--- src/rtl/xirq_pkg.sv ---
package xirq_pkg;
  typedef enum logic {
    SENS_LOW  = 1'b0,
    SENS_FALL = 1'b1
  } sens_e;
endpackage

--- src/rtl/xirq_sync.sv ---
module xirq_sync #(
  parameter int W      = 2,
  parameter int STAGES = 2
) (
  input  logic         clk,
  input  logic         rst_n,
  input  logic [W-1:0] d_i,
  output logic [W-1:0] q_o
);
  logic [W-1:0] stage_q [STAGES];

  for (genvar s = 0; s < STAGES; s++) begin : g_stage
    if (s == 0) begin : g_first
      always_ff @(posedge clk or negedge rst_n) begin
        if (!rst_n) stage_q[s] <= '1;
        else        stage_q[s] <= d_i;
      end
    end else begin : g_next
      always_ff @(posedge clk or negedge rst_n) begin
        if (!rst_n) stage_q[s] <= '1;
        else        stage_q[s] <= stage_q[s-1];
      end
    end
  end

  assign q_o = stage_q[STAGES-1];
endmodule

--- src/rtl/xirq_chan.sv ---
module xirq_chan
  import xirq_pkg::*;
(
  input  logic  clk,
  input  logic  rst_n,
  input  logic  lvl_i,
  input  sens_e sens_i,
  input  logic  low_power_i,
  input  logic  clr_i,
  input  logic  drop_i,
  output logic  pend_o
);
  logic prev_q;
  logic sticky_q;
  logic edge_mode;
  logic fall;

  assign edge_mode = (sens_i == SENS_FALL) && !low_power_i;
  assign fall      = prev_q && !lvl_i;

  always_ff @(posedge clk or negedge rst_n) begin
    if (!rst_n) prev_q <= 1'b1;
    else        prev_q <= lvl_i;
  end

  // An edge outranks a clear or a mode drop arriving in the same cycle.
  always_ff @(posedge clk or negedge rst_n) begin
    if (!rst_n)                 sticky_q <= 1'b0;
    else if (fall && edge_mode) sticky_q <= 1'b1;
    else if (clr_i || drop_i)   sticky_q <= 1'b0;
  end

  assign pend_o = edge_mode ? sticky_q : !lvl_i;

  // R6 (and R4 set path): a captured edge is visible next cycle if still in edge mode
  a_r6_edge_wins: assert property (@(posedge clk) disable iff (!rst_n)
    (fall && edge_mode) |=> (pend_o || !edge_mode));

  // a latched request holds unless cleared, dropped or mode changes
  a_r4_sticky_hold: assert property (@(posedge clk) disable iff (!rst_n)
    (edge_mode && pend_o && !clr_i && !drop_i) |=> (pend_o || !edge_mode));
endmodule

--- src/rtl/xirq_rvec.sv ---
module xirq_rvec #(
  parameter int HOLD = 2
) (
  input  logic clk,
  input  logic rst_n,
  output logic rvec_o
);
  localparam int CW = $clog2(HOLD + 1);

  logic [CW-1:0] cnt_q;

  always_ff @(posedge clk or negedge rst_n) begin
    if (!rst_n) begin
      cnt_q  <= '0;
      rvec_o <= 1'b1;
    end else if (rvec_o) begin
      cnt_q <= cnt_q + 1'b1;
      if (cnt_q == CW'(HOLD - 1)) rvec_o <= 1'b0;
    end
  end

  // held until the hold count is reached
  a_r9_held: assert property (@(posedge clk) disable iff (!rst_n)
    (cnt_q < CW'(HOLD)) |-> rvec_o);

  // once dropped, never rises again until reset
  a_r9_stays_low: assert property (@(posedge clk) disable iff (!rst_n)
    !rvec_o |=> !rvec_o);
endmodule

--- src/rtl/xirq_cond.sv ---
module xirq_cond
  import xirq_pkg::*;
#(
  parameter int NPIN   = 2,
  parameter int SYNC_N = 2,
  parameter int HOLD   = 2,
  localparam int RW    = 2 * NPIN
) (
  input  logic            clk,
  input  logic            rst_n,
  input  logic [NPIN-1:0] irq_n,
  input  logic            low_power,
  input  logic            reg_wr,
  input  logic [NPIN-1:0] reg_wdata,
  input  logic [NPIN-1:0] clr_pend,
  output logic [RW-1:0]   reg_rdata,
  output logic [NPIN-1:0] pend,
  output logic            rvec_valid
);
  logic [NPIN-1:0] lvl;
  logic [NPIN-1:0] sel_q;
  logic [NPIN-1:0] drop;

  xirq_sync #(.W(NPIN), .STAGES(SYNC_N)) u_sync (
    .clk  (clk),
    .rst_n(rst_n),
    .d_i  (irq_n),
    .q_o  (lvl)
  );

  always_ff @(posedge clk or negedge rst_n) begin
    if (!rst_n)      sel_q <= '0;
    else if (reg_wr) sel_q <= reg_wdata;
  end

  assign drop = {NPIN{reg_wr}} & ~reg_wdata & sel_q;

  for (genvar i = 0; i < NPIN; i++) begin : g_chan
    xirq_chan u_chan (
      .clk        (clk),
      .rst_n      (rst_n),
      .lvl_i      (lvl[i]),
      .sens_i     (sens_e'(sel_q[i])),
      .low_power_i(low_power),
      .clr_i      (clr_pend[i]),
      .drop_i     (drop[i]),
      .pend_o     (pend[i])
    );
  end

  assign reg_rdata = {lvl, sel_q};

  xirq_rvec #(.HOLD(HOLD)) u_rvec (
    .clk   (clk),
    .rst_n (rst_n),
    .rvec_o(rvec_valid)
  );

  // in low power every request mirrors the inverted status level
  a_r7_lp_level: assert property (@(posedge clk) disable iff (!rst_n)
    low_power |-> (pend == ~reg_rdata[RW-1:NPIN]));

  // level-mode pins mirror the inverted status level
  a_r3_level_follow: assert property (@(posedge clk) disable iff (!rst_n)
    (reg_rdata[0] == 1'b0) |-> (pend[0] == !reg_rdata[NPIN]));
endmodule

--- config.mk ---
export PLATFORM = sky130hd
export DESIGN_NAME = xirq_cond
export DESIGN_NICKNAME = d
export VERILOG_FILES = /design/src/rtl/xirq_pkg.sv /design/src/rtl/xirq_sync.sv /design/src/rtl/xirq_chan.sv /design/src/rtl/xirq_rvec.sv /design/src/rtl/xirq_cond.sv
export SDC_FILE = /design/constraint.sdc
export NUM_CORES = 1
export LEC_CHECK = 0
export BUFFER_PORTS_ARGS = -buffer_cell sky130_fd_sc_hd__buf_2
export CAP_MARGIN = 20
export CORE_AREA = 2 2 39 41
export CTS_CLUSTER_DIAMETER = 40
export CTS_CLUSTER_SIZE = 20
export DETAILED_ROUTE_END_ITERATION = 8
export DIE_AREA = 0 0 41 43
export PLACE_DENSITY = 0.77
export SYNTH_ARGS = -nofsm -noshare
export SYNTH_HDL_FRONTEND = slang
export SYNTH_SLANG_ARGS = --single-unit
--- constraint.sdc ---
create_clock -name clk -period 2.1 [get_ports clk]
set_input_delay 0.21 -clock clk [delete_from_list [all_inputs] [get_ports clk]]
set_output_delay 0.21 -clock clk [all_outputs]
set_load 0.01 [all_outputs]
# Word level (Yosys, flattened, before mapping)
# Cells that the tools add are included.
# op_classes
addsub	1
reduce_logical	13
n_div	0
bitwise	3
shift	0
n_lt_le_gt_ge	0
muxes	8
n_eq_ne	1
multipliers	0
# ops
cell	n
$mux 1	8
$logic_and 1x1->1	6
$and 2x2->2	2
$reduce_bool 2->1	2
$logic_not 1->1	3
$add 2x1->2 const B	1
$eq 2x1->1 const B	1
$logic_or 1x1->1	2
$not 2->2	1
# word_totals
latch_bits	0
n_memories	0
romBits	0
ff_bits	13
mem_bits_rw	0
in_bits	10
output_inout_bits	7

# Logic depth before layout (Yosys ltp)
# logic_depth
ltp_word	6
depth_mapped	3

# Modules after synthesis
# Synthesis repeated with hierarchy kept, for this count alone.
# unflattened
hier_cells	37
area_unflattened_um2	539.3
# modules_own_cells
mod	area_each_um2	n_inst	seq_area_each_um2	cells_per_inst
xirq_chan	105.1	2	51.3	8
xirq_sync	120.1	1	105.1	6
xirq_rvec	116.4	1	76.3	9
xirq_cond	92.6	1	50.0	6

# Worst setup path before layout
# No wires, ideal clock.
# synth_timing
kind	reg2out
start	register sel_q[1]
end	output pend[1]
required_time_ps	1890
path_slack_ps	1094
stages_incl_launch_ff	4
t_arrival_ps	796
n_path_buf	1
cell_sequence	dfrtp_1 -> nand2b_1 -> mux2i_1 -> buf_4
# synth_between
elab_chain_cells	2
# synth_lines
element	line_no	source
start, declared	xirq_cond.sv:21	logic [NPIN-1:0] sel_q;
start signal, assigned	xirq_cond.sv:33	else if (reg_wr) sel_q <= reg_wdata;
$logic_and 1x1->1	xirq_chan.sv:18	assign edge_mode = (sens_i == SENS_FALL) && !low_power_i;
$mux 1	xirq_chan.sv:33	assign pend_o = edge_mode ? sticky_q : !lvl_i;
end, declared	xirq_cond.sv:17	output logic [NPIN-1:0] pend,
# Every way passes these cells.

# Worst setup path in the final report
# layout_timing
start	register sel_q[0]
end	output pend[0]
# The elaborated chain is that of the path after synthesis.

==> metrics.yaml <==
ys_ff_latch: 13
rows: 14
slowest_stage: "dfrtp_1"
synthDistinctLibCells: 14
cts.repair.resized: 0
fin_tns_setup_ns: 0
setup_viol: 0
status: "finished clean"
worstPathMaxFanout: 4
grt_pass1_wl_mm: 1.01
grt_max_degree: 14
clockBufferDepth: 2
syn_area_um2: 544
worstMarginPinSlew_ns: 0.273
postRouteAntennaNets: 0
seq_area_frac_synth_pct: 61.4
finalPower_mw: 0.466
cts_max_level: 1
start_util_pct: 39.3
grt-ovfl-total: 0
grt_pass1_vias: 253
antenna_found_initial: 0
crit_buf_inv: 1
regToRegStartpoint: "u_rvec.cnt_q[0]"
slew_headroom_pct: 81.8
antennaDiodeCount: 0
worstPathCellList: "nand2b_1 > mux2i_1 > buf_2"
r2r_slack_ns: 1.21
die_h_um: 43
crit_path_start_kind: "flop"
slew_viol_final: 0
worstPathArrival_ns: 1.12
fmax_mhz: 753
drt_iter0_drc: 0
hold_start: "irq_n[0]"
cts_tree: "yes"
layout_commonest_cell: "buf_2"
ys_warn_count: 0
drive_above_1_share_pct: 55.6
skew_ns: 0.000557
die_w_um: 41
critical-path-top-delay-family: "flip-flops"
finalCritPeriodShare_pct: 63.3
die-area_um2: 1760
cp.required_ns: 1.89
final_nets: 66
vias: 291
end_kind: "primary output"
wl_per_cell_um: 9.04
p_per_area_nw_per_um2: 733
cts_buffers: 3
hp-class: "input pin to flop"
syn2layout_area_growth_pct: 16.8
gp_congestion: 0.516
port_buffers: 16
path_class: "flop to primary output"
cts-root-buf: "clkbuf_4"
ir_drop_mv: 0.311
synth_nets: 50
fp.coreArea_um2: 1380
dpl.hpwl_um: 472
first_pass_iters: 1
grt.total_usage_pct: 8.94
synth_cells: 39
layout_common_cells: "buf_2, dfstp_2, dfrtp_1"
totalWireLength_um: 633
crit_path_max_incr_delay_ns: 0.40
clock_latency_ns: 0.26
detail_route.vias_per_cell: 4.16
syn_avg_cell_area_um2: 14.0
critPathLaunch: "sel_q[0]"
rsz0062_at_grt: "false"
final.min_clock_period_ns: 1.33
drc_errors: 0
cts_sinks: 13
cellLeakagePower_nw: 0.315
io_pins: 17
hold_viol_final: 0
max_cap_viol_count: 0
cts.clk_slew.worst_paths_ns: 0.07
area by class of cell:
cell class | count | area [um2]
tap | 16 | 20.0
timing repair buffer | 17 | 90.1
sequential | 13 | 334
inverter | 3 | 11.3
fill | 127 | 748
multi-input combinational | 17 | 154
clock buffer | 4 | 26.3
registers in the layout, indices dropped and copies added (netlist names):
signal	flops
u_sync.q_o	2
u_rvec.rvec_o	1
u_sync.stage_q	2
sel_q	2
g_chan.u_chan.prev_q	2
g_chan.u_chan.sticky_q	2
u_rvec.cnt_q	2
through the flow:
| stage | hold slack, ns | cell area (um2) | util [%] | worst slack [ns] | std cells |
|---|---|---|---|---|---|
| 2_1_floorplan | -0.0856 | 544 | - | 1.09 | 39 |
| 3_3_place_gp | 0.102 | 599 | 43.3 | 1.06 | 65 |
| 3_5_place_dp | 0.107 | 599 | 43.3 | 1.06 | 65 |
| 4_1_cts | 0.0243 | 636 | 45.9 | 0.754 | 70 |
| 5_1_grt | 0.00958 | 636 | 45.9 | 0.686 | 70 |
| 6_report | 0.0382 | 636 | 45.9 | 0.772 | 70 |
Yosys cell counts:
| library cell | n | area (um2) |
|---|---|---|
| dfstp_2 | 7 | 184 |
| nor2_1 | 1 | 3.75 |
| mux2i_1 | 2 | 20.0 |
| a21oi_1 | 1 | 5.00 |
| dfrtp_1 | 6 | 150 |
| xor2_1 | 1 | 8.76 |
| buf_4 | 6 | 45.0 |
| and3b_1 | 2 | 17.5 |
| mux2_2 | 2 | 22.5 |
| inv_1 | 3 | 11.3 |
| ha_1 | 1 | 12.5 |
| nand2b_1 | 4 | 25.0 |
| o32ai_2 | 2 | 32.5 |
| nor2b_1 | 1 | 6.26 |
per-layer routing:
metal,track usage [%],wire length [um]
met5,0,0
met4,8.00,0
met3,3.14,63
met2,11.3,246
met1,11.5,323
repair_timing:
item,in CTS,in global routing
buffers inserted,0,0
endpoints found under the hold margin,6,0
hold buffers,1,0
final timing paths:
kind,depth (start not counted),to
hold / removal,1,u_sync.stage_q[2]
min in group asynchronous,2,u_rvec.cnt_q[0]
setup / recovery,3,pend[0]
hold reg to reg,0,u_sync.q_o[1]
setup reg to reg,2,u_rvec.cnt_q[1]
max in group asynchronous,2,u_sync.stage_q[3]
report_power, final:
group	switching (mW)	internal (mW)	total [mW]
Combinational	0.0233	0.0258	0.0491
Sequential	0.00621	0.267	0.273
Clock	0.0701	0.0734	0.143
Total	0.0996	0.366	0.466
cells by family after synthesis:
group	Yosys count	share of synthesized area, %
DFF	13	61.4
buffers and inverters	9	10.3
and+or+nand+nor	8	9.66
muxes	4	7.82
AOI/OAI and AO/OA	3	6.90
xor gates and xnor gates	1	1.61
adders and majority gates	1	2.30
No activity file was read; power rests on OpenSTA's default activity.
